### src/rtl/dist_pkg.sv
package dist_pkg;
  localparam int unsigned ID_W      = 10;
  localparam int unsigned PRIO_W    = 5;
  localparam int unsigned FIXED_IDS = 16;
  localparam logic [ID_W-1:0] SPURIOUS_ID = 10'd1023;

  function automatic int unsigned words_total(int unsigned n);
    return 1 + n / 32 + 2 * (n / 4) + n / 16;
  endfunction

  function automatic int unsigned addr_w(int unsigned n);
    return $clog2(words_total(n));
  endfunction
endpackage

### src/rtl/dist_regs.sv
module dist_regs
  import dist_pkg::*;
#(
  parameter int unsigned NUM_IDS  = 64,
  parameter int unsigned NUM_CPUS = 2,
  parameter int unsigned ADDR_W   = 6
) (
  input  logic                                 clk_i,
  input  logic                                 rst_ni,
  input  logic                                 we_i,
  input  logic [ADDR_W-1:0]                    addr_i,
  input  logic [31:0]                          wdata_i,
  output logic [31:0]                          rdata_o,
  output logic                                 ctrl_en_o,
  output logic [NUM_IDS-1:0]                   en_o,
  output logic [NUM_IDS-1:0]                   edge_o,
  output logic [NUM_IDS-1:0][PRIO_W-1:0]       prio_o,
  output logic [NUM_IDS-1:0][NUM_CPUS-1:0]     tgt_o
);
  localparam int unsigned ENA_BASE  = 1;
  localparam int unsigned PRIO_BASE = ENA_BASE + NUM_IDS / 32;
  localparam int unsigned TGT_BASE  = PRIO_BASE + NUM_IDS / 4;
  localparam int unsigned SENS_BASE = TGT_BASE + NUM_IDS / 4;

  always_ff @(posedge clk_i or negedge rst_ni)
    if (!rst_ni) ctrl_en_o <= 1'b0;
    else if (we_i && addr_i == '0) ctrl_en_o <= wdata_i[0];

  for (genvar g = 0; g < NUM_IDS; g++) begin : g_id
    logic                en_r;
    logic [PRIO_W-1:0]   prio_r;
    logic [NUM_CPUS-1:0] tgt_r;

    always_ff @(posedge clk_i or negedge rst_ni)
      if (!rst_ni) begin
        en_r   <= 1'b0;
        prio_r <= '0;
        tgt_r  <= '0;
      end else if (we_i) begin
        if (addr_i == ADDR_W'(ENA_BASE + g / 32))  en_r   <= wdata_i[g % 32];
        if (addr_i == ADDR_W'(PRIO_BASE + g / 4))  prio_r <= wdata_i[(g % 4) * 8 + 3 +: PRIO_W];
        if (addr_i == ADDR_W'(TGT_BASE + g / 4))   tgt_r  <= wdata_i[(g % 4) * 8 +: NUM_CPUS];
      end

    assign en_o[g]   = en_r;
    assign prio_o[g] = prio_r;
    assign tgt_o[g]  = tgt_r;

    if (g < FIXED_IDS) begin : g_fixed
      assign edge_o[g] = 1'b1;
    end else begin : g_cfg
      logic edge_r;
      always_ff @(posedge clk_i or negedge rst_ni)
        if (!rst_ni) edge_r <= 1'b0;
        else if (we_i && addr_i == ADDR_W'(SENS_BASE + g / 16))
          edge_r <= wdata_i[(g % 16) * 2 + 1];
      assign edge_o[g] = edge_r;
    end
  end

  always_comb begin
    rdata_o = '0;
    if (addr_i == '0) rdata_o[0] = ctrl_en_o;
    for (int i = 0; i < NUM_IDS; i++) begin
      if (addr_i == ADDR_W'(ENA_BASE + i / 32))  rdata_o[i % 32] = en_o[i];
      if (addr_i == ADDR_W'(PRIO_BASE + i / 4))  rdata_o[(i % 4) * 8 +: 8] = {prio_o[i], 3'b000};
      if (addr_i == ADDR_W'(TGT_BASE + i / 4))   rdata_o[(i % 4) * 8 +: 8] = 8'(tgt_o[i]);
      if (addr_i == ADDR_W'(SENS_BASE + i / 16)) rdata_o[(i % 16) * 2 +: 2] =
                                                   (i < FIXED_IDS) ? 2'b10 : {edge_o[i], 1'b1};
    end
  end
endmodule

### src/rtl/dist_pending.sv
module dist_pending #(
  parameter int unsigned NUM_IDS = 64
) (
  input  logic               clk_i,
  input  logic               rst_ni,
  input  logic [NUM_IDS-1:0] req_i,
  input  logic [NUM_IDS-1:0] edge_i,
  input  logic [NUM_IDS-1:0] clr_i,
  output logic [NUM_IDS-1:0] pend_o
);
  logic [NUM_IDS-1:0] req_q;
  logic [NUM_IDS-1:0] pend_q;

  always_ff @(posedge clk_i or negedge rst_ni)
    if (!rst_ni) begin
      req_q  <= '0;
      pend_q <= '0;
    end else begin
      req_q <= req_i;
      for (int i = 0; i < NUM_IDS; i++) begin
        if (!edge_i[i])                pend_q[i] <= req_i[i];
        else if (req_i[i] && !req_q[i]) pend_q[i] <= 1'b1;   // new edge beats ack
        else if (clr_i[i])              pend_q[i] <= 1'b0;
      end
    end

  assign pend_o = pend_q;

  for (genvar g = 0; g < NUM_IDS; g++) begin : g_chk
    AST_EDGE_LATCH: assert property (@(posedge clk_i) disable iff (!rst_ni)
      edge_i[g] && req_i[g] && !req_q[g] |=> pend_q[g]);
  end
endmodule

### src/rtl/dist_select.sv
module dist_select
  import dist_pkg::*;
#(
  parameter int unsigned NUM_IDS = 64,
  parameter int unsigned IDX_W   = $clog2(NUM_IDS)
) (
  input  logic [NUM_IDS-1:0]             cand_i,
  input  logic [NUM_IDS-1:0][PRIO_W-1:0] prio_i,
  output logic                           valid_o,
  output logic [IDX_W-1:0]               idx_o
);
  logic [PRIO_W-1:0] best;

  // strict compare keeps the lower ID on a tie
  always_comb begin
    valid_o = 1'b0;
    idx_o   = '0;
    best    = '1;
    for (int i = 0; i < NUM_IDS; i++)
      if (cand_i[i] && (!valid_o || prio_i[i] < best)) begin
        valid_o = 1'b1;
        best    = prio_i[i];
        idx_o   = IDX_W'(i);
      end
  end
endmodule

### src/rtl/irq_distributor.sv
module irq_distributor
  import dist_pkg::*;
#(
  parameter int unsigned NUM_IDS  = 64,
  parameter int unsigned NUM_CPUS = 2,
  parameter int unsigned ADDR_W   = dist_pkg::addr_w(NUM_IDS)
) (
  input  logic                     clk_i,
  input  logic                     rst_ni,
  input  logic                     reg_we_i,
  input  logic [ADDR_W-1:0]        reg_addr_i,
  input  logic [31:0]              reg_wdata_i,
  output logic [31:0]              reg_rdata_o,
  input  logic [NUM_IDS-1:0]       irq_req_i,
  output logic [NUM_CPUS-1:0]      irq_o,
  input  logic [NUM_CPUS-1:0]      ack_i,
  output logic [NUM_CPUS*ID_W-1:0] ack_id_o,
  input  logic [NUM_CPUS-1:0]      eoi_i,
  input  logic [NUM_CPUS*ID_W-1:0] eoi_id_i
);
  localparam int unsigned IDX_W = $clog2(NUM_IDS);

  logic                               ctrl_en;
  logic [NUM_IDS-1:0]                 en, edge_sel, pend, active_q, ack_hit, eoi_hit;
  logic [NUM_IDS-1:0][PRIO_W-1:0]     prio;
  logic [NUM_IDS-1:0][NUM_CPUS-1:0]   tgt;
  logic [NUM_CPUS-1:0][NUM_IDS-1:0]   route, cand;
  logic [NUM_CPUS-1:0]                sel_valid;
  logic [NUM_CPUS-1:0][IDX_W-1:0]     sel_idx;

  dist_regs #(.NUM_IDS(NUM_IDS), .NUM_CPUS(NUM_CPUS), .ADDR_W(ADDR_W)) i_regs (
    .clk_i, .rst_ni, .we_i(reg_we_i), .addr_i(reg_addr_i), .wdata_i(reg_wdata_i),
    .rdata_o(reg_rdata_o), .ctrl_en_o(ctrl_en), .en_o(en), .edge_o(edge_sel),
    .prio_o(prio), .tgt_o(tgt));

  dist_pending #(.NUM_IDS(NUM_IDS)) i_pending (
    .clk_i, .rst_ni, .req_i(irq_req_i), .edge_i(edge_sel), .clr_i(ack_hit), .pend_o(pend));

  // each ID is routed to its lowest-numbered targeted CPU only
  always_comb
    for (int i = 0; i < NUM_IDS; i++) begin
      logic seen;
      seen = 1'b0;
      for (int c = 0; c < NUM_CPUS; c++) begin
        route[c][i] = tgt[i][c] && !seen;
        seen        = seen | tgt[i][c];
      end
    end

  for (genvar c = 0; c < NUM_CPUS; c++) begin : g_cpu
    assign cand[c] = route[c] & en & pend & ~active_q & {NUM_IDS{ctrl_en}};

    dist_select #(.NUM_IDS(NUM_IDS), .IDX_W(IDX_W)) i_select (
      .cand_i(cand[c]), .prio_i(prio), .valid_o(sel_valid[c]), .idx_o(sel_idx[c]));

    assign irq_o[c] = sel_valid[c];

    always_ff @(posedge clk_i or negedge rst_ni)
      if (!rst_ni) ack_id_o[c*ID_W +: ID_W] <= SPURIOUS_ID;
      else if (ack_i[c])
        ack_id_o[c*ID_W +: ID_W] <= sel_valid[c] ? ID_W'(sel_idx[c]) : SPURIOUS_ID;

    AST_ACK_MARKS_ACTIVE: assert property (@(posedge clk_i) disable iff (!rst_ni)
      ack_i[c] && sel_valid[c] |=> active_q[$past(sel_idx[c])]);
    AST_SPURIOUS_ACK: assert property (@(posedge clk_i) disable iff (!rst_ni)
      ack_i[c] && !sel_valid[c] |=> ack_id_o[c*ID_W +: ID_W] == SPURIOUS_ID);
  end

  always_comb begin
    ack_hit = '0;
    eoi_hit = '0;
    for (int c = 0; c < NUM_CPUS; c++) begin
      if (ack_i[c] && sel_valid[c]) ack_hit[sel_idx[c]] = 1'b1;
      for (int i = 0; i < NUM_IDS; i++)
        if (eoi_i[c] && eoi_id_i[c*ID_W +: ID_W] == ID_W'(i)) eoi_hit[i] = 1'b1;
    end
  end

  always_ff @(posedge clk_i or negedge rst_ni)
    if (!rst_ni) active_q <= '0;
    else         active_q <= ack_hit | (active_q & ~eoi_hit);

  AST_GLOBAL_GATE: assert property (@(posedge clk_i) disable iff (!rst_ni)
    !ctrl_en |-> irq_o == '0);

  if (NUM_CPUS >= 2) begin : g_single
    AST_SINGLE_DELIVERY: assert property (@(posedge clk_i) disable iff (!rst_ni)
      !(sel_valid[0] && sel_valid[1] && sel_idx[0] == sel_idx[1]));
  end
endmodule

### config.mk
export PLATFORM = sky130hd
export DESIGN_NAME = irq_distributor
export DESIGN_NICKNAME = d
export VERILOG_FILES = /design/src/rtl/dist_pkg.sv /design/src/rtl/dist_regs.sv /design/src/rtl/dist_pending.sv /design/src/rtl/dist_select.sv /design/src/rtl/irq_distributor.sv
export SDC_FILE = /design/constraint.sdc
export NUM_CORES = 2
export LEC_CHECK = 0
export BUFFER_PORTS_ARGS = -buffer_cell sky130_fd_sc_hd__buf_2
export CORE_MARGIN = 2
export CORE_UTILIZATION = 40
export CTS_BUF_LIST = sky130_fd_sc_hd__clkbuf_16
export DETAILED_ROUTE_END_ITERATION = 6
export PLACE_DENSITY = 0.52
export SETUP_SLACK_MARGIN = 0.15
export SLEW_MARGIN = 30
export SYNTH_ARGS = -nofsm -noshare
export SYNTH_HDL_FRONTEND = slang
export SYNTH_HIERARCHICAL = 1
export SYNTH_SLANG_ARGS = --single-unit
export TNS_END_PERCENT = 50
### constraint.sdc
create_clock -name clk_i -period 240 [get_ports clk_i]
set_input_delay 24 -clock clk_i [delete_from_list [all_inputs] [get_ports clk_i]]
set_output_delay 24 -clock clk_i [all_outputs]
set_load 0.01 [all_outputs]
# Word level (Yosys, flattened, before mapping)
# Index checks and enable logic that the tools add are counted.
word_totals:
  ff_bits: 773
  inputBits: 129
  output_inout_bits: 54
  elab_cells: 2436
op_classes:
  magnitude_cmp: 130
  eq_ne: 212
  n_mux: 949
  bitwise_logic: 13
  n_reduce_logical: 823
ops:
  columns: ["op", "count"]
  rows:
  - ["8-bit 2-to-1 mux", 128]
  - ["5-bit 2-to-1 mux", 158]
  - ["10-bit by 6-bit equality test with 1-bit output (second input constant)", 64]
  - ["5-bit < comparator", 126]
  - ["64-bit bitwise AND", 9]
  - ["1-bit 2-to-1 mux", 501]
  - ["1-bit logical AND", 390]
  - ["6-bit 2-to-1 mux", 64]
  - ["10-bit by 5-bit equality test with 1-bit output (second input constant)", 32]
  - ["1-bit logical NOT", 254]
  - ["10-bit by 4-bit equality test with 1-bit output (second input constant)", 16]
  - ["3-bit by 2-bit inequality test with 1-bit output (second input constant)", 48]
  - ["2-bit 2-to-1 mux", 68]
  - ["64-bit 2-to-1 mux", 2]
  - ["64-bit NOT", 2]
  - ["64-bit OR", 2]
  - ["1-bit logical OR", 126]
  - ["6-bit by 5-bit equality test with 1-bit output (second input constant)", 16]
  - ["10-bit by 3-bit equality test with 1-bit output (second input constant)", 8]
  - ["2-bit AND reduction", 34]
  - ["4-bit 2-to-1 mux", 16]
  - ["6-bit by 4-bit equality test with 1-bit output (second input constant)", 8]
  - ["6-bit equality test (second input constant)", 7]
  - ["10-bit by 2-bit equality test with 1-bit output (second input constant)", 4]
  - ["12 further kinds", 44]

# Depth between registers and ports, before layout
logic_depth:
  ltp_word: 268
  mapped_depth: 558
  ltp_nobuf: 530

# Cells and area by module
# Netlist, hierarchy kept.
by_module_without_submodules:
  columns: ["mod", "instances", "cells_each", "area_per_inst_um2", "seq_area_each_um2"]
  rows:
  - ["dist_regs", 1, 2081, 26504.2, 14038.5]
  - ["dist_select at g_cpu[1].i_select", 1, 2647, 18789.3, 0.0]
  - ["dist_select at g_cpu[0].i_select", 1, 2610, 17669.4, 0.0]
  - ["irq_distributor", 1, 727, 6085.8, 1969.4]
  - ["dist_pending", 1, 320, 4267.8, 3203.1]

# Worst setup path before layout
# OpenSTA, ideal clock, no wires.
synth_timing:
  path_kind: "register -> register"
  startpoint: "register i_regs.ctrl_en_o"
  endpoint: "register i_pending.pend_q[13] (netlist: i_pending/pend_o[13])"
  setup_ns: 0.121
  t_arrival_ns: 94.154
  path_slack_ns: 145.725
  stages_incl_launch_ff: 512
  n_path_buf: 24
  synth_period_minus_slack_ns: 94.275
  cell_sequence: "dfrtp_1 > clkbuf_1 > nand4b_1 > nor3b_1 > buf_6 > inv_1 > nor2_1 > ha_1 > and4b_1 > a311o_1 > a21oi_2 > mux2i_1 > inv_1 > ha_1 > a21oi_1 > o31ai_1 > a21o_2 > mux2_2 > (+476 left out) > a21oi_4 > mux2_2 > ha_1 > a21oi_1 > nor2b_1 > o21ai_0 > nand3b_1 > a211oi_1 > nor2_1 > nor2_1 > nor2_1 > nand3_1 > inv_1 > or3_1 > clkbuf_1 > o22ai_1 > inv_1 > a32o_1"
synth_lines:
  columns: ["element", "line_no", "rtl"]
  rows:
  - ["from (decl)", "dist_regs.sv:14", "output logic ctrl_en_o,"]
  - ["from (signal assigned)", "dist_regs.sv:27", "else if (we_i && addr_i == '0) ctrl_en_o <= wdata_i[0];"]
  - ["to (signal, indexed assignment)", "dist_pending.sv:21", "if (!edge_i[i]) pend_q[i] <= req_i[i];"]
  - ["to (decl)", "dist_pending.sv:12", "logic [NUM_IDS-1:0] pend_q;"]

==> results.cfg <==
[logic_synthesis]
synthFlopType = sky130_fd_sc_hd__dfrtp_1
ys_seq_area_share_pct = 26.2
edff_count_synth = 0
mappedNetlistArea_um2 = 73300
synth.distinct_cells = 206
async_reset_ff_share_pct = 100
synthCells = 8385
synth.avg_cell_area_um2 = 8.74
yosys_warnings = 6
synth_seq_cells = 767

[pwr]
power_leakage_uw = 0.0351
netSwitchingPower_uw = 239
clkPwrFrac_pct = 24.6
share_seq_of_total_power_pct = 35.1
power.share.combinational_pct = 40.3
power_uw = 538
power_density_nw_per_um2 = 6.88
internal_power_uw = 299
p_sw_share_pct = 44.4
ir_drop_worst_vdd_mv = 0.00512

[sta]
finalHoldViolations = 0
worst_pin_slew_ns = 1.21
grt_setup_unrepaired = no
post_layout_min_period_ns = 113.80
totalNegativeSetupSlack_ns = 0
final-setup-viol-count = 0
layout_worst_path_cycle_share_pct = 47.4
timing_max_transition_violations_final = 0
max_slew_margin_pct = 19.6
finClkSkew_ns = 0.0554
fmax_mhz = 8.79

[grt]
antenna_found_initial = 55
grt_pass1_vias = 66400
grt_max_degree = 158
grt-ovfl-total = 0
grtUsageTotal_pct = 37.3
first_pass_grt_wire_length_um = 506000

[final_layout]
fillerInstances = 18300
drive_gt1_share_pct = 19.4
finish.net_count = 8733
layout-area-overhead-vs-synth_pct = 6.70

[min_path]
worst_hold_startpoint = active_q[10]
hold_class = flop to flop
whs_endpoint = active_q[10]
min_delay_path_depth = 1

[critical_path]
cp_common_cell = sky130_fd_sc_hd__ha_1
reg2reg_to = i_pending/pend_o[13]
setup.worst_path.class = flop to flop
critical-path-slowest-cell = sky130_fd_sc_hd__a2111oi_1
rr_startpoint = active_q[0]
timing.critical_path.required_ns = 240.60
start_kind = flop
path_max_fanout = 16
r2r_cells = 488
r2r_slack_ns = 126.20
end_kind = flop
crit_arrival_ns = 114.40
cp_slowest_stage_delay_ns = 0.85

[drt]
remaining_drc_errors = 1
final_antenna_net_count = 0
drt_first_pass_iters = 7
avgRoutedWirePerCell_um = 33.2
routed-via-count = 72700
drt_iter0_drc = 8799
routed_wire_length_um = 360000
viasPerCell = 6.72

[outcome]
run_status = finished, violations left
failed_checks = DRC

[floorplanning]
die_y_um = 432
core_region_area_um2 = 183000
die_x_um = 432
i_o_pin_total = 183
die_area_um2 = 187000
num_rows = 157
initial_utilization_pct = 40.1

[clocking]
clkSlewWorstSetupHoldPaths_ns = 0.06
cts_hold_buf = 0
clock_tree.buffer_depth = 3
cts_inserted_buffers = 85
cts_tree = built
ctsHtreeMaxLevel = 3
post_cts_resize_count = 0
insertion_delay_ns = 0.73
cts.repair_timing.setup_buffer_count = 0
clk_root_buffer_cell = sky130_fd_sc_hd__clkbuf_16
clock-sinks = 767

[placement]
globalplace.congestion = 1.04
dp_hpwl_um = 279000
port_buffers = 182

[flow_run]
maxCapViolCount = 0
## how the worst max path moves through the flow
| stage | start | endpoint | slack [ns] | cells past startpoint |
|---|---|---|---|---|
| 2_1_floorplan | i_regs/ctrl_en_o | i_pending/pend_o[13] | 145.73 | 511 |
| 3_3_place_gp | active_q[0] | i_pending/pend_o[13] | 127.67 | 489 |
| 3_5_place_dp | active_q[0] | i_pending/pend_o[13] | 127.85 | 489 |
| 4_1_cts | active_q[0] | i_pending/pend_o[13] | 127.45 | 488 |
| 5_1_grt | active_q[0] | i_pending/pend_o[13] | 116.75 | 494 |
| 6_report | active_q[0] | i_pending/pend_o[13] | 126.20 | 488 |
## synthesized netlist by cell type, types with 65 or more instances
cell type | n | area (um2)
sky130_fd_sc_hd__a211oi_1 | 110 | 826
sky130_fd_sc_hd__a21o_1 | 117 | 878
sky130_fd_sc_hd__a21oi_1 | 370 | 1850
sky130_fd_sc_hd__a22oi_1 | 219 | 1640
sky130_fd_sc_hd__a31oi_1 | 100 | 626
sky130_fd_sc_hd__and3_1 | 75 | 469
sky130_fd_sc_hd__buf_2 | 91 | 455
sky130_fd_sc_hd__buf_4 | 176 | 1320
sky130_fd_sc_hd__clkbuf_1 | 114 | 428
sky130_fd_sc_hd__dfrtp_1 | 753 | 18800
sky130_fd_sc_hd__ha_1 | 260 | 3250
sky130_fd_sc_hd__inv_1 | 514 | 1930
sky130_fd_sc_hd__mux2_1 | 99 | 1110
sky130_fd_sc_hd__mux2_2 | 554 | 6240
sky130_fd_sc_hd__mux2i_1 | 208 | 2080
sky130_fd_sc_hd__nand2_1 | 814 | 3060
sky130_fd_sc_hd__nand2b_1 | 86 | 538
sky130_fd_sc_hd__nand3_1 | 162 | 811
sky130_fd_sc_hd__nand4_1 | 66 | 413
sky130_fd_sc_hd__nand4b_1 | 72 | 631
sky130_fd_sc_hd__nor2_1 | 588 | 2210
sky130_fd_sc_hd__nor3_1 | 151 | 756
sky130_fd_sc_hd__nor3b_1 | 86 | 646
sky130_fd_sc_hd__o211ai_1 | 90 | 676
sky130_fd_sc_hd__o21a_1 | 69 | 518
sky130_fd_sc_hd__o21ai_0 | 364 | 1820
sky130_fd_sc_hd__o22ai_1 | 114 | 713
sky130_fd_sc_hd__or2_2 | 65 | 407
sky130_fd_sc_hd__or3_1 | 73 | 457
## layout by cell type, fill, tap and decap left out, drive strengths merged, types with 89 or more instances in the layout
cell type / synthesis / final
a211oi: 136 / 136
a21o: 139 / 139
a21oi: 399 / 399
a22oi: 223 / 223
a31oi: 107 / 107
and2: 92 / 92
and3: 93 / 93
buf: 315 / 300
dfrtp: 753 / 753
ha: 260 / 260
inv: 514 / 535
mux2: 674 / 674
mux2i: 220 / 220
nand2: 829 / 829
nand3: 165 / 165
nor2: 603 / 603
nor3: 178 / 178
nor3b: 89 / 89
o211ai: 102 / 102
o21ai: 441 / 441
o22ai: 116 / 116
or3: 93 / 93
## critical path: cells and delay by family (launching register included)
| family | cells | cell delay, ns |
|---|---|---|
| buf+inv | 29 | 2.34 |
| fa+ha+maj | 64 | 18.44 |
| compound gates | 223 | 54.62 |
| mux | 35 | 10.55 |
| simple gates | 137 | 27.12 |
| flops | 1 | 0.38 |
## power by group through the flow
stage	registers (uW)	logic, uW	clock network [uW]
CTS	186	212	133
global route	189	237	138
floorplan	164	158	0
detailed placement	188	211	0
global placement	188	209	0
finish	189	217	132
## final cells by class
type	instances	area, um2	area share (%)
multi-input cells	6676	49500	63.2
diodes	34	85.1	0.109
inverters	514	1930	2.47
clock inverters	70	552	0.705
flip-flops and latches	767	19200	24.6
repair buffers	300	1850	2.37
well taps	2385	2980	3.81
clock buffers	86	2150	2.75
## state kept, by name, summed over array words and instances, names as in the netlist
name and flops:
i_regs/g_id.en_r 64, i_regs/g_id.tgt_r 128, active_q 64, i_pending/pend_o 64, i_pending/req_q 64, i_regs/ctrl_en_o 1
ack_id_o 14, i_regs/g_id.prio_r 320, i_regs/g_id.g_cfg.edge_r 48
## stage by stage
| stage | setup slack [ns] | cells | cell area (um2) | utilization, % | hold slack, ns |
|---|---|---|---|---|---|
| finish | 126.20 | 10800 | 78200 | 42.8 | 0.473 |
| global route | 116.75 | 10800 | 78200 | 42.8 | 0.478 |
| CTS | 127.45 | 10800 | 78100 | 42.7 | 0.472 |
| detailed placement | 127.85 | 10600 | 75400 | 41.3 | 0.459 |
| global placement | 127.67 | 10600 | 75300 | 41.2 | 0.452 |
| floorplan | 145.73 | 8400 | 73400 | - | 0.440 |
## routing by layer
layer	vias up	global-route usage [%]	wire, um
li1	31700	-	-
met1	36500	53.6	159000
met2	3835	53.8	149000
met3	651	7.37	34400
met4	8	16.3	17600
met5	-	0	51
## cell families (layout without fill, tap and decap cells)
group / after synthesis / after routing / synth area share [%]
buf+inv: 957 / 970 / 6.57
xor+xnor: 48 / 48 / 0.584
compound gates: 2642 / 2642 / 27.8
other cells: 1 / 50 / 0.00511
fa+ha+maj: 296 / 296 / 4.93
flops: 767 / 767 / 26.2
simple gates: 2778 / 2778 / 20.3
mux: 896 / 896 / 13.6
No activity file was read; power rests on OpenSTA's default activity.
